### src/rtl/lcd_unpk_pkg.sv
package lcd_unpk_pkg;

  typedef enum logic [2:0] {
    MODE_1BPP  = 3'd0,
    MODE_2BPP  = 3'd1,
    MODE_4BPP  = 3'd2,
    MODE_8BPP  = 3'd3,
    MODE_16BPP = 3'd4,
    MODE_24BPP = 3'd5,
    MODE_ALT6  = 3'd6,
    MODE_ALT7  = 3'd7
  } pix_mode_e;

  typedef struct packed {
    pix_mode_e  mode;
    logic       bgr;
    logic       be_byte;
    logic       be_pix;
    logic [1:0] mux;
  } unpk_cfg_t;

  typedef struct packed {
    logic       is_index;
    logic [7:0] index;
    logic [7:0] r;
    logic [7:0] g;
    logic [7:0] b;
  } pixel_t;

  // log2 of the container width of one pixel
  function automatic logic [2:0] bpp_log2(input pix_mode_e m);
    case (m)
      MODE_1BPP:  return 3'd0;
      MODE_2BPP:  return 3'd1;
      MODE_4BPP:  return 3'd2;
      MODE_8BPP:  return 3'd3;
      MODE_24BPP: return 3'd5;
      default:    return 3'd4;
    endcase
  endfunction

endpackage

### src/rtl/lcd_unpk_order.sv
module lcd_unpk_order
  import lcd_unpk_pkg::*;
#(
  parameter int WORD_W = 32
) (
  input  logic [WORD_W-1:0] word_i,
  input  logic [2:0]        lg_i,
  input  logic              be_byte_i,
  input  logic              be_pix_i,
  output logic [WORD_W-1:0] norm_o
);
  localparam int NBYTE = WORD_W / 8;
  localparam int NSIZE = $clog2(WORD_W) + 1;

  logic [WORD_W-1:0]             bswap;
  logic [NSIZE-1:0][WORD_W-1:0]  prev;

  // byte lanes reversed
  for (genvar gb = 0; gb < NBYTE; gb++) begin : g_byte
    assign bswap[gb*8 +: 8] = word_i[(NBYTE-1-gb)*8 +: 8];
  end

  // one pixel-order reversal per supported container width
  for (genvar gs = 0; gs < NSIZE; gs++) begin : g_size
    localparam int PW = 1 << gs;
    localparam int NP = WORD_W / PW;
    for (genvar gp = 0; gp < NP; gp++) begin : g_pix
      assign prev[gs][gp*PW +: PW] = word_i[(NP-1-gp)*PW +: PW];
    end
  end

  always_comb begin
    if (be_byte_i)     norm_o = bswap;
    else if (be_pix_i) norm_o = prev[lg_i];
    else               norm_o = word_i;
  end

endmodule

### src/rtl/lcd_unpk_decode.sv
module lcd_unpk_decode
  import lcd_unpk_pkg::*;
(
  input  logic [23:0] src_i,
  input  pix_mode_e   mode_i,
  input  logic        bgr_i,
  input  logic [1:0]  mux_i,
  output pixel_t      pix_o
);
  logic [15:0] hw;
  logic [7:0]  r8, g8, b8;
  logic        swap;

  always_comb begin
    pix_o = '0;
    hw    = src_i[15:0];
    r8    = '0;
    g8    = '0;
    b8    = '0;
    swap  = bgr_i;
    case (mode_i)
      MODE_1BPP: begin
        pix_o.is_index = 1'b1;
        pix_o.index    = {7'd0, src_i[0]};
      end
      MODE_2BPP: begin
        pix_o.is_index = 1'b1;
        pix_o.index    = {6'd0, src_i[1:0]};
      end
      MODE_4BPP: begin
        pix_o.is_index = 1'b1;
        pix_o.index    = {4'd0, src_i[3:0]};
      end
      MODE_8BPP: begin
        pix_o.is_index = 1'b1;
        pix_o.index    = src_i[7:0];
      end
      MODE_24BPP: begin
        r8 = src_i[7:0];
        g8 = src_i[15:8];
        b8 = src_i[23:16];
      end
      default: begin
        if (mux_i == 2'd1) begin
          r8 = {hw[4:0],   hw[4:2]};
          g8 = {hw[9:5],   hw[9:7]};
          b8 = {hw[14:10], hw[14:12]};
        end else begin
          r8 = {hw[4:0],   hw[4:2]};
          g8 = {hw[10:5],  2'b00};
          b8 = {hw[15:11], hw[15:13]};
        end
        if (mux_i == 2'd3) swap = 1'b1;
      end
    endcase
    if (!pix_o.is_index) begin
      pix_o.r = swap ? b8 : r8;
      pix_o.g = g8;
      pix_o.b = swap ? r8 : b8;
    end
  end

endmodule

### src/rtl/lcd_pixel_unpacker.sv
module lcd_pixel_unpacker
  import lcd_unpk_pkg::*;
#(
  parameter int WORD_W = 32
) (
  input  logic              clk,
  input  logic              rst,
  input  logic [2:0]        cfg_mode,
  input  logic              cfg_bgr,
  input  logic              cfg_be_byte,
  input  logic              cfg_be_pix,
  input  logic [1:0]        mux_sel,
  input  logic              word_valid,
  output logic              word_ready,
  input  logic [WORD_W-1:0] word_data,
  output logic              pix_valid,
  input  logic              pix_ready,
  output logic              pix_is_index,
  output logic [7:0]        pix_index,
  output logic [7:0]        pix_r,
  output logic [7:0]        pix_g,
  output logic [7:0]        pix_b
);
  localparam int CNT_W = $clog2(WORD_W) + 1;

  unpk_cfg_t          cfg_in, cfg_q, cfg_cur;
  logic [WORD_W-1:0]  norm, sh_q, src, sh_next;
  logic [CNT_W-1:0]   left_q, step, ppw_new;
  logic [2:0]         lg_in, lg_cur;
  pixel_t             dec, out_q;
  logic               vld_q, accept, take;

  assign cfg_in = '{mode: pix_mode_e'(cfg_mode), bgr: cfg_bgr,
                    be_byte: cfg_be_byte, be_pix: cfg_be_pix, mux: mux_sel};

  assign word_ready = !vld_q || (pix_ready && (left_q == '0));
  assign accept     = word_valid && word_ready;
  assign take       = vld_q && pix_ready;

  assign lg_in = bpp_log2(cfg_in.mode);

  lcd_unpk_order #(.WORD_W(WORD_W)) u_order (
    .word_i    (word_data),
    .lg_i      (lg_in),
    .be_byte_i (cfg_in.be_byte),
    .be_pix_i  (cfg_in.be_pix),
    .norm_o    (norm)
  );

  assign src     = accept ? norm : sh_q;
  assign cfg_cur = accept ? cfg_in : cfg_q;
  assign lg_cur  = bpp_log2(cfg_cur.mode);
  assign step    = CNT_W'(1) << lg_cur;
  assign sh_next = src >> step;
  assign ppw_new = (CNT_W'(WORD_W) >> lg_in) - CNT_W'(1);

  lcd_unpk_decode u_dec (
    .src_i  (src[23:0]),
    .mode_i (cfg_cur.mode),
    .bgr_i  (cfg_cur.bgr),
    .mux_i  (cfg_cur.mux),
    .pix_o  (dec)
  );

  always_ff @(posedge clk) begin
    if (rst) begin
      vld_q  <= 1'b0;
      left_q <= '0;
      sh_q   <= '0;
      out_q  <= '0;
      cfg_q  <= '0;
    end else if (accept) begin
      vld_q  <= 1'b1;
      out_q  <= dec;
      sh_q   <= sh_next;
      left_q <= ppw_new;
      cfg_q  <= cfg_in;
    end else if (take) begin
      if (left_q != '0) begin
        out_q  <= dec;
        sh_q   <= sh_next;
        left_q <= left_q - CNT_W'(1);
      end else begin
        vld_q  <= 1'b0;
      end
    end
  end

  assign pix_valid    = vld_q;
  assign pix_is_index = out_q.is_index;
  assign pix_index    = out_q.index;
  assign pix_r        = out_q.r;
  assign pix_g        = out_q.g;
  assign pix_b        = out_q.b;

endmodule

### config.mk
export PLATFORM = sky130hd
export DESIGN_NAME = lcd_pixel_unpacker
export DESIGN_NICKNAME = d
export VERILOG_FILES = /design/src/rtl/lcd_unpk_pkg.sv /design/src/rtl/lcd_unpk_order.sv /design/src/rtl/lcd_unpk_decode.sv /design/src/rtl/lcd_pixel_unpacker.sv
export SDC_FILE = /design/constraint.sdc
export NUM_CORES = 1
export LEC_CHECK = 0
export BUFFER_PORTS_ARGS = -buffer_cell sky130_fd_sc_hd__buf_2
export CAP_MARGIN = 20
export CELL_PAD_IN_SITES_DETAIL_PLACEMENT = 0
export CELL_PAD_IN_SITES_GLOBAL_PLACEMENT = 2
export CORE_UTILIZATION = 38
export DETAILED_ROUTE_END_ITERATION = 8
export MAX_ROUTING_LAYER = met4
export PLACE_DENSITY_LB_ADDON = 0.1
export SLEW_MARGIN = 0
export SYNTH_ARGS = -nofsm -noshare
export SYNTH_HDL_FRONTEND = slang
export SYNTH_SLANG_ARGS = --single-unit
### constraint.sdc
create_clock -name clk -period 4.55 [get_ports clk]
set_clock_uncertainty 0.1 [all_clocks]
set_input_delay 0.91 -clock clk [delete_from_list [all_inputs] [get_ports clk]]
set_output_delay 0.91 -clock clk [all_outputs]
set_load 0.02 [all_outputs]
==> qor.csv, run 1 <==
stage,metric,value,unit
run_status,status,completed,
detailed_routing,initial drt markers,1176,
critical_path,Worst setup SP type,input port,
synthesis,Synth warnings,0,
clock_network,H-Tree Depth,3,
die,Core Area,0.0202,sq mm
critical_path,family with the most delay on the worst path,compound AO/OA/AOI/OAI gates,
synthesis,sequential fraction of the synthesis area,0.199,
timing,Final period util,0.845,
synthesis,top-area cell type share of the netlist area,0.199,
hold_path,WHS Path Cells,2,
final_layout,area grow syn2layout,13.6,%
clock_network,TritonCTS clock tree,built,
critical_path,worst path required time,4.71,ns
synthesis,synthesized area,0.00785,sq mm
die,Cell Rows,52,
power_and_ir_drop,Final Total Pwr,0.00310,W
timing,RSZ-0062 raised after global routing,no,
detailed_routing,WL/cell,25.9,um
clock_network,"Setup Fix Bufs, Post-CTS",0,
global_route,antenna violations before repair,0,
placement,routability congestion estimate,0.931,
synthesis,Post-synth ARST share,0,
final_layout,Final Cell Area,0.00892,sq mm
timing,Slew @ Worst Pin,0.997,ns
power_and_ir_drop,P per Cell Area,347,mW/mm^2
synthesis,synth unique cells,97,
clock_network,total clock sinks,78,
power_and_ir_drop,Pleak,3.46,nW
timing,Rel. slew slack,0.328,
critical_path,crit path kind,in -> reg,
die,Ports,79,
clock_network,CTS buffer count,9,
timing,final setup fails,0,
critical_path,Critical path buffers and inverters,3,
detailed_routing,vias,9153,
timing,Max Clk Rate,0.260,GHz
clock_network,# hold bufs at CTS,0,
die,Starting Density,0.388,
synthesis,Post-synth top cells,"nand2_1, nor2_1, a21oi_1",
critical_path,CP endpoint kind,flop,
timing,max-slew violations,0,
detailed_routing,Vias/cell,6.48,
critical_path,worst reg2reg endpoint,pix_r[5],
critical_path,Reg-to-Reg Start,left_q[0],
critical_path,Register-to-Register Path Depth,10,
final_layout,layout cell share with drive strength beyond 1,0.193,
power_and_ir_drop,VDD IR max,0.216,mV
placement,IO buf count,78,
synthesis,commonest register cell after synthesis,dfxtp_1,
timing,final setup TNS,0,ns
critical_path,worst reg-to-reg setup slack,0.85,ns
critical_path,slowest cell delay on critical path,0.53,ns
synthesis,Avg Inst Size Synth,7.23,sq um
global_route,vias in the first global route,8764,
critical_path,Worst Path Arrival,4.00,ns
die,die span in x,146,um
synthesis,Post-synth EDFFs,0,
global_route,total grt overflow,0,
final_layout,# diodes,0,
critical_path,"critical path fanouts, max",27,
die,Die H,146,um
hold_path,Hold Crit Start,pix_index[5],
die,Die ar.,0.0212,sq mm
clock_network,Root Driver,clkbuf_16,
hold_path,worst hold path type,reg -> reg,
synthesis,"count leader, synth",nand2_1,
synthesis,top post-synthesis cells by area,"dfxtp_1, mux2i_1, nand2_1",
placement,Post-DP HPWL,26300,um
job,number of max-cap violations,0,
synthesis,Syn Nets,1133,
detailed_routing,antenna-violating nets left,0,
detailed_routing,aggregate routed wire length,36500,um
placement,Post-DP Area,0.00861,sq mm
clock_network,clk slew on worst S/H paths,0.07,ns
clock_network,post-cts sizing count,0,
timing,final hold violations,0,
synthesis,Seq cells post-synth,78,
global_route,Tot GR Track Use,0.354,
timing,Final min period,3.85,ns
global_route,first-pass GRT wire length,55400,um
detailed_routing,Pre-Repair DR Iteration Count,7,
critical_path,CP max stage cell,o311ai_1,
synthesis,Syn Inst Count,1086,
critical_path,crit-path cells,"buf_4, nor2b_1, buf_4, o21ai_0, o2111a_1, o311ai_1, buf_4, o21ai_0, o21ai_0, o32ai_1, a2111oi_2",
detailed_routing,DR DRC count,0,
global_route,pin count of the biggest net entering global routing,48,
final_layout,Layout Nets,1184,
clock_network,Clock Latency Late Sink,0.35,ns
hold_path,Hold Crit Endpoint,pix_index[5],
clock_network,clk buf depth,2,
synthesis,Synth area leader,dfxtp_1,
-- worst reg2reg max path: cells and delay by family (launching register included) --
family | cells | cell delay (ns)
and+or+nand+nor | 4 | 1.48
AOI/OAI and AO/OA | 3 | 1.01
muxes | 1 | 0.42
DFF | 1 | 0.37
adders and majority gates | 1 | 0.20
buffers and inverters | 1 | 0.08
-- metal layers --
layer	track usage	wire length (um)	vias up	part of all wire
met5	-	0	-	0
met4	0.127	1240	0	0.034
met3	0.0636	3140	69	0.086
met2	0.533	16300	453	0.45
met1	0.471	15800	4420	0.43
li1	-	-	4211	-
-- report_power, final --
group / switching, W / internal, W
Sequential: 0.0000715 / 0.000757
Combinational: 0.000982 / 0.000507
Clock: 0.000335 / 0.000444
Total: 0.00139 / 0.00171
-- logic make-up (layout without fill, tap and decap cells) --
| kind of cell | after synthesis | count (layout) | share of synthesized area |
|---|---|---|---|
| and+or+nand+nor | 375 | 375 | 0.223 |
| xor gates and xnor gates | 2 | 2 | 0.00223 |
| muxes | 94 | 94 | 0.130 |
| AOI/OAI and AO/OA | 413 | 413 | 0.365 |
| DFF | 78 | 78 | 0.199 |
| adders and majority gates | 3 | 3 | 0.00478 |
| buffers and inverters | 121 | 177 | 0.0764 |
-- placed cells by master, fill, tap and decap left out, types with 16 or more instances in the layout --
cell | synthesis | layout
a22oi_1 | 19 | 19
nor2_1 | 106 | 105
a21oi_1 | 95 | 95
nand2b_1 | 17 | 17
o221ai_1 | 22 | 22
o21ai_0 | 68 | 68
o22ai_1 | 17 | 16
buf_4 | 9 | 66
nand3_1 | 18 | 18
a211oi_1 | 20 | 20
mux2_2 | 20 | 20
nor3_1 | 29 | 29
buf_2 | 28 | 77
nand2_1 | 133 | 133
mux2i_1 | 67 | 65
o211ai_1 | 19 | 19
dfxtp_1 | 78 | 78
-- how the worst max path moves through the flow --
| stage | end | from | cells after the start |
|---|---|---|---|
| floorplan | sh_q[23] | cfg_mode[0] | 10 |
| global placement | sh_q[8] | cfg_mode[0] | 11 |
| detailed placement | sh_q[8] | cfg_mode[0] | 11 |
| CTS | sh_q[8] | cfg_mode[0] | 11 |
| global route | sh_q[8] | cfg_mode[1] | 11 |
| finish | sh_q[8] | cfg_mode[0] | 11 |
-- cell type report --
cell class | instances | area [sq um]
Clock buffer | 10 | 239
Clock inverter | 6 | 70.1
Fill cell | 2191 | 11300
Inverter | 15 | 56.3
Multi-Input combinational cell | 887 | 5710
Sequential cell | 78 | 1560
Tap cell | 270 | 338
Timing Repair Buffer | 146 | 941
-- registers in the layout, summed over array words and instances (netlist names) --
name          cells
pix_g             8
sh_q             32
left_q            6
cfg_q             6
pix_is_index      1
pix_index         8
pix_b             8
pix_valid         1
pix_r             8
-- stage by stage --
stage / hold WS (ns) / std cells / utilization / setup WS (ns)
6_report: 0.361 / 1412 / 0.441 / 0.704
5_1_grt: 0.380 / 1412 / 0.441 / 0.517
3_3_place_gp: 0.339 / 1396 / 0.425 / 0.441
2_1_floorplan: 0.320 / 1086 / - / 1.36
4_1_cts: 0.363 / 1412 / 0.441 / 0.768
3_5_place_dp: 0.348 / 1396 / 0.425 / 0.406
Note: power is estimated with default switching activity, not from simulation.
==> inputs of run 2 (changes only) <==
- ABC_AREA: unset -> 1
- CORE_UTILIZATION: 38 -> 31
- clock period: 4.55 -> 3.6 ns (I/O delays scaled with it)
==> qor.csv, run 2 <==
stage,metric,value,unit,change
placement,routability congestion estimate,0.975,,+4.7%
clock_network,Root Driver,clkbuf_16,,
critical_path,crit path kind,reg -> reg,,
synthesis,commonest register cell after synthesis,dfxtp_1,,
synthesis,"count leader, synth",nand2_1,,
die,Die ar.,0.0252,sq mm,+18%
critical_path,worst reg2reg endpoint,sh_q[3],,
synthesis,Syn Inst Count,1375,,+27%
timing,final setup TNS,0,ns,unchanged
final_layout,max FFs per register,32,,unchanged
clock_network,Clock Latency Late Sink,0.36,ns,about the same
timing,Final period util,0.880,,
detailed_routing,antenna-violating nets left,0,,unchanged
synthesis,Synth area leader,nand2_1,,
detailed_routing,aggregate routed wire length,37300,um,+2.2%
placement,Post-DP HPWL,28300,um,+7.4%
global_route,first-pass GRT wire length,55900,um,+0.91%
clock_network,H-Tree Depth,3,,unchanged
die,Ports,79,,unchanged
critical_path,Worst setup SP type,flop,,
global_route,pin count of the biggest net entering global routing,68,,+42%
global_route,total grt overflow,0,,unchanged
run_status,status,completed,,
clock_network,clk slew on worst S/H paths,0.07,ns,about the same
critical_path,Worst Path Arrival,3.35,ns,-0.65 ns
final_layout,post-layout util,0.366,,-0.0749
synthesis,synthesized area,0.00760,sq mm,-3.1%
critical_path,Reg-to-Reg Start,left_q[0],,
synthesis,Post-synth top cells,"nand2_1, nand3_1, a21oi_1",,
synthesis,Syn Nets,1422,,+26%
synthesis,Seq cells post-synth,78,,unchanged
clock_network,clk buf depth,2,,unchanged
synthesis,top-area cell type share of the netlist area,0.223,,+0.0237
synthesis,sequential fraction of the synthesis area,0.205,,+0.00645
die,Starting Density,0.320,,-0.0678
timing,RSZ-0062 raised after global routing,no,,
die,die span in x,159,um,+8.8%
power_and_ir_drop,Pleak,4.23,nW,+22%
timing,Max Clk Rate,0.316,GHz,
clock_network,TritonCTS clock tree,built,,
timing,final hold violations,0,,unchanged
job,number of max-cap violations,0,,unchanged
hold_path,worst hold path type,reg -> reg,,
global_route,vias in the first global route,8865,,+1.2%
critical_path,worst path required time,3.78,ns,-0.93 ns
global_route,Tot GR Track Use,0.311,,-0.0426
detailed_routing,Pre-Repair DR Iteration Count,6,,-1
critical_path,worst setup path start,left_q[0],,
final_layout,fillers,2762,,+26%
global_route,antenna violations before repair,0,,unchanged
synthesis,Post-synth EDFFs,0,,unchanged
final_layout,multi-input combinational cell area,0.00522,sq mm,-8.7%
final_layout,Layout Nets,1463,,+24%
critical_path,CP endpoint kind,flop,,
die,Core Area,0.0238,sq mm,+17%
timing,final setup fails,0,,unchanged
power_and_ir_drop,VDD IR max,0.258,mV,+19%
clock_network,post-cts sizing count,0,,unchanged
critical_path,"critical path fanouts, max",16,,-41%
placement,Setup Slack @ Placement,0.135,ns,-0.271 ns
power_and_ir_drop,P per Cell Area,540,mW/mm^2,+55%
timing,Final min period,3.17,ns,
synthesis,Synth warnings,0,,unchanged
final_layout,layout cell share with drive strength beyond 1,0.144,,-0.0484
detailed_routing,WL/cell,21.5,um,-17%
clock_network,# hold bufs at CTS,0,,unchanged
clock_network,total clock sinks,78,,unchanged
die,Die H,159,um,+8.8%
synthesis,Avg Inst Size Synth,5.53,sq um,-23%
clock_network,CTS buffer count,9,,unchanged
final_layout,register area,0.00156,sq mm,unchanged
final_layout,# diodes,0,,unchanged
synthesis,Post-synth ARST share,0,,unchanged
final_layout,"Most flops, register",sh_q,,
timing,Rel. slew slack,0.471,,+0.142
detailed_routing,DR DRC count,0,,unchanged
timing,max-slew violations,0,,unchanged
detailed_routing,vias,9648,,+5.4%
detailed_routing,Vias/cell,5.54,,-14%
die,Cell Rows,56,,+7.7%
clock_network,"Setup Fix Bufs, Post-CTS",0,,unchanged
timing,Slew @ Worst Pin,0.794,ns,-0.203 ns
synthesis,synth unique cells,43,,-56%
critical_path,Worst Setup EP,sh_q[3],,
critical_path,Register-to-Register Path Depth,16,,+6
final_layout,most frequent cells in the layout,"nand2_1, nand3_1, a21oi_1",,
detailed_routing,initial drt markers,936,,-20%
final_layout,area grow syn2layout,14.3,%,
placement,IO buf count,78,,unchanged
final_layout,"commonest non-fill, non-tap cell in the layout",nand2_1,,
timing,PnR worst setup slack,0.431,ns,-0.273 ns
critical_path,worst reg-to-reg setup slack,0.43,ns,-0.42 ns
synthesis,top post-synthesis cells by area,"nand2_1, dfxtp_1, nand3_1",,
[run 2: cell types whose count changed in the layout (fill, tap and decap cells not counted), moves of 22 or more]
cell,previous run,this run
a21oi_1,95,139
buf_4,66,34
inv_1,13,93
mux2i_1,65,1
nand2_1,133,450
nand3_1,18,261
nand4_1,1,29
nor2_1,105,66
nor3_1,29,2
o21ai_0,68,46
or2_2,3,31
[run 2: cell type report]
class,count,share of cell area
clock buffer,9,0.0259
clock inverter,7,0.00922
inverter,105,0.0459
multi-input combinational,1102,0.601
sequential,78,0.180
tap,319,0.0459
timing repair buffer,120,0.0927
[run 2: how the worst min path moves through the flow]
stage | from | end | slack [ns] | cells past startpoint
2_1_floorplan | sh_q[31] | sh_q[31] | 0.32 | 2
4_1_cts | sh_q[31] | sh_q[31] | 0.36 | 2
3_3_place_gp | sh_q[31] | sh_q[31] | 0.34 | 2
6_report | sh_q[31] | sh_q[31] | 0.35 | 2
3_5_place_dp | sh_q[31] | sh_q[31] | 0.34 | 2
5_1_grt | sh_q[31] | sh_q[31] | 0.37 | 2
[run 2: stage by stage]
stage / cell area [sq um] / std cells / hold WS, ns / power, W
floorplan: 7600 / 1375 / 0.324 / 0.00279
global placement: 8380 / 1724 / 0.335 / 0.00369
detailed placement: 8380 / 1724 / 0.345 / 0.00366
CTS: 8690 / 1740 / 0.357 / 0.00467
global route: 8690 / 1740 / 0.373 / 0.00498
finish: 8690 / 1740 / 0.352 / 0.00469
[run 2: critical path, stage by stage (launching register included)]
cell and delay, ns:
dfxtp_1 0.33, inv_1 0.10, ha_1 0.17, nand3_2 0.10, nand2_4 0.10, nand3_2 0.21, nand2_1 0.18, nand2_4 0.13
inv_4 0.17, nand2_4 0.19, nor2_4 0.33, inv_1 0.36, o21ai_1 0.22, inv_1 0.05, nand2_1 0.08, nand3_1 0.09
a21oi_1 0.16
[run 2: logic make-up (layout without fill, tap and decap cells)]
kind of cell | after synthesis | in the layout | synth area share
buf+inv | 195 | 241 | 0.108
flops | 78 | 78 | 0.205
xor+xnor | 3 | 3 | 0.00346
mux | 1 | 1 | 0.00132
fa+ha+maj | 3 | 3 | 0.00494
compound gates | 230 | 230 | 0.169
simple gates | 865 | 865 | 0.508
[run 2: routing by layer]
metal | up-vias | GRT usage | wire length, um
met5 | - | - | 0
met3 | 68 | 0.0278 | 2220
met2 | 418 | 0.471 | 16600
met4 | 0 | 0.120 | 1280
met1 | 4505 | 0.426 | 17200
li1 | 4657 | - | -
[run 2: where the power goes]
group          switching [W]  internal, W
Clock               0.000448     0.000549
Sequential         0.0000833     0.000995
Combinational        0.00182     0.000792
==> inputs of run 3 (changes only) <==
- SYNTH_HIERARCHICAL: unset -> 1
==> qor.csv, run 3 <==
stage,metric,value,unit,change
run_status,status,"finished, violations left",,
run_status,violated checks,DRC,,
critical_path,Worst Path Arrival,3.47,ns,+0.12 ns
timing,Final period util,0.928,,+0.0474
synthesis,top-area cell type share of the netlist area,0.263,,+0.0398
die,Core Area,0.0261,sq mm,+10%
clock_network,# hold bufs at CTS,0,,unchanged
synthesis,top post-synthesis cells by area,"nand2_1, dfxtp_1, nand3_1",,
synthesis,Post-synth top cells,"nand2_1, nand3_1, nor2_1",,
power_and_ir_drop,Pleak,5.11,nW,+21%
clock_network,Clock Latency Late Sink,0.36,ns,about the same
clock_network,clk buf depth,2,,unchanged
final_layout,area grow syn2layout,15.5,%,
critical_path,Reg-to-Reg Start,left_q[0],,
critical_path,worst reg-to-reg setup slack,0.42,ns,about the same
timing,Max Clk Rate,0.299,GHz,-5.1%
clock_network,"Setup Fix Bufs, Post-CTS",0,,unchanged
final_layout,max FFs per register,32,,unchanged
synthesis,commonest register cell after synthesis,dfxtp_1,,
placement,IO buf count,78,,unchanged
synthesis,Synth area leader,nand2_1,,
timing,Final min period,3.34,ns,+0.171 ns
global_route,vias in the first global route,9132,,+3.0%
timing,Slew @ Worst Pin,0.972,ns,+0.178 ns
hold_path,Hold Crit Start,sh_q[31],,
final_layout,post-layout util,0.366,,+0.000632
placement,Post-DP Area,0.00926,sq mm,+10%
synthesis,Syn Nets,1574,,+11%
synthesis,Avg Inst Size Synth,5.43,sq um,-1.8%
detailed_routing,WL/cell,18.8,um,-12%
global_route,antenna violations before repair,0,,unchanged
detailed_routing,aggregate routed wire length,36500,um,-2.2%
die,Die ar.,0.0274,sq mm,+9.0%
final_layout,"commonest non-fill, non-tap cell in the layout",nand2_1,,
clock_network,H-Tree Depth,3,,unchanged
final_layout,Final Cell Area,0.00958,sq mm,+10%
power_and_ir_drop,P per Cell Area,526,mW/mm^2,-2.5%
critical_path,Worst setup SP type,input port,,
detailed_routing,Vias/cell,5.15,,-7.0%
critical_path,worst path required time,3.73,ns,-0.05 ns
die,Starting Density,0.317,,-0.00272
final_layout,Layout Nets,1647,,+13%
timing,final hold violations,0,,unchanged
synthesis,"count leader, synth",nand2_1,,
placement,Post-DP HPWL,28200,um,-0.47%
synthesis,sequential fraction of the synthesis area,0.188,,-0.0171
timing,final setup fails,0,,unchanged
final_layout,# diodes,0,,unchanged
clock_network,CTS buffer count,9,,unchanged
final_layout,fillers,3099,,+12%
die,Die H,166,um,+4.4%
die,Ports,79,,unchanged
detailed_routing,initial drt markers,889,,-5.0%
placement,routability congestion estimate,0.952,,-2.4%
synthesis,Post-synth ARST share,0,,unchanged
clock_network,TritonCTS clock tree,built,,
clock_network,total clock sinks,78,,unchanged
critical_path,CP max stage cell,o21ai_0,,
clock_network,clk slew on worst S/H paths,0.08,ns,about the same
critical_path,Register-to-Register Path Depth,17,,+1
hold_path,worst hold path type,reg -> reg,,
die,die span in x,166,um,+4.4%
timing,RSZ-0062 raised after global routing,no,,
clock_network,post-cts sizing count,0,,unchanged
critical_path,crit-path cells,"buf_2, a21oi_2, buf_12, inv_6, buf_12, nand2_4, nand2_1, a21oi_1, nand2_1, nand2_1, nand2_1, o21ai_0, inv_1, nand2_1, nand3_1, nand3_1, nand2_1, nor2_1, nand2_1, nand3_1, a21oi_1",,
synthesis,synthesized area,0.00829,sq mm,+9.1%
final_layout,most frequent cells in the layout,"nand2_1, nand3_1, nor2_1",,
die,Cell Rows,59,,+5.4%
final_layout,layout cell share with drive strength beyond 1,0.154,,+0.00963
critical_path,critical path's most frequent cell,nand2_1,,
critical_path,family with the most delay on the worst path,simple AND/OR/NAND/NOR gates,,
critical_path,"critical path fanouts, max",20,,+4
final_layout,"Most flops, register",sh_q,,
critical_path,CP endpoint kind,flop,,
timing,Rel. slew slack,0.352,,-0.119
job,number of max-cap violations,0,,unchanged
global_route,first-pass GRT wire length,55500,um,-0.80%
detailed_routing,vias,9999,,+3.6%
synthesis,Syn Inst Count,1527,,+11%
timing,PnR worst setup slack,0.260,ns,-0.171 ns
detailed_routing,DR DRC count,24,,+24
synthesis,synth unique cells,42,,-2.3%
timing,max-slew violations,0,,unchanged
placement,Setup Slack @ Placement,-0.0187,ns,-0.154 ns
power_and_ir_drop,Final Total Pwr,0.00504,W,+7.4%
clock_network,Root Driver,clkbuf_16,,
synthesis,Seq cells post-synth,78,,unchanged
detailed_routing,antenna-violating nets left,0,,unchanged
critical_path,Critical path buffers and inverters,5,,+1
synthesis,Post-synth EDFFs,0,,unchanged
critical_path,CP Depth,21,,+5
critical_path,crit path kind,in -> reg,,
global_route,total grt overflow,0,,unchanged
critical_path,slowest cell delay on critical path,0.48,ns,+0.12 ns
global_route,pin count of the biggest net entering global routing,40,,-41%
power_and_ir_drop,VDD IR max,0.204,mV,-21%
critical_path,Worst Setup EP,sh_q[1],,
timing,final setup TNS,0,ns,unchanged
global_route,Tot GR Track Use,0.278,,-0.0330
critical_path,worst setup path start,cfg_mode[1],,
synthesis,Synth warnings,6,,+6
detailed_routing,Pre-Repair DR Iteration Count,8,,+2
critical_path,worst reg2reg endpoint,pix_g[7],,
==> run 3: cell count changes after synthesis, moves of 5 or more <==
cell      change
nand2_4      +30
nand2_1     +129
buf_2         -5
o211ai_1     -19
o21ai_0      +28
or2_2        -26
nand4_1      -15
nand3_1      -30
o211ai_2      -5
inv_1        +19
buf_6         +7
nor2_1       +94
a21oi_1      -58
==> run 3: metrics by stage <==
step	hold WS, ns	std cells
2_1_floorplan	0.325	1527
3_3_place_gp	0.343	1924
3_5_place_dp	0.338	1924
4_1_cts	0.354	1940
5_1_grt	0.381	1940
6_report	0.360	1940
==> run 3: tightest hold or removal path, delay by kind of cell, from the launching register on <==
kind	cells	cell delay, ns
and+or+nand+nor	2	0.10
DFF	1	0.32
==> run 3: layout make-up <==
class	instances	area, sq um	share of cell area
clock buffers	9	225	0.0235
inverters	128	495	0.0517
well taps	335	419	0.0438
multi-input cells	1232	5720	0.598
clock inverters	7	87.6	0.00915
flip-flops and latches	78	1560	0.163
repair buffers	151	1060	0.111
==> run 3: worst min path at each step <==
stage	slack (ns)	endpoint	cells past startpoint
6_report	0.36	sh_q[31]	2
5_1_grt	0.38	sh_q[5]	2
4_1_cts	0.35	sh_q[31]	2
3_5_place_dp	0.34	sh_q[31]	2
3_3_place_gp	0.34	sh_q[31]	2
2_1_floorplan	0.32	sh_q[31]	2
==> run 3: layer usage <==
layer,track usage,vias up,wire [um],part of all wire
li1,-,5008,-,-
met1,0.375,4575,16800,0.46
met2,0.439,380,16600,0.45
met3,0.0377,36,2530,0.069
met4,0.0603,0,607,0.017
met5,-,-,0,0
==> run 3: logic make-up (layout without fill, tap and decap cells) <==
kind of cell             after synthesis  in the layout  synth area share
adder cells (fa/ha/maj)                3              3           0.00453
flip-flops                            78             78             0.188
XOR/XNOR                               4              4           0.00423
buffers and inverters                217            295             0.123
AO/OA/AOI/OAI                        178            178             0.112
AND/OR/NAND/NOR                     1047           1047             0.568
==> run 3: power breakdown <==
| part | total (W) | switching [W] | internal, W |
|---|---|---|---|
| registers | 0.00110 | 0.0000849 | 0.00102 |
| clock network | 0.00103 | 0.000470 | 0.000556 |
| logic | 0.00291 | 0.00200 | 0.000908 |
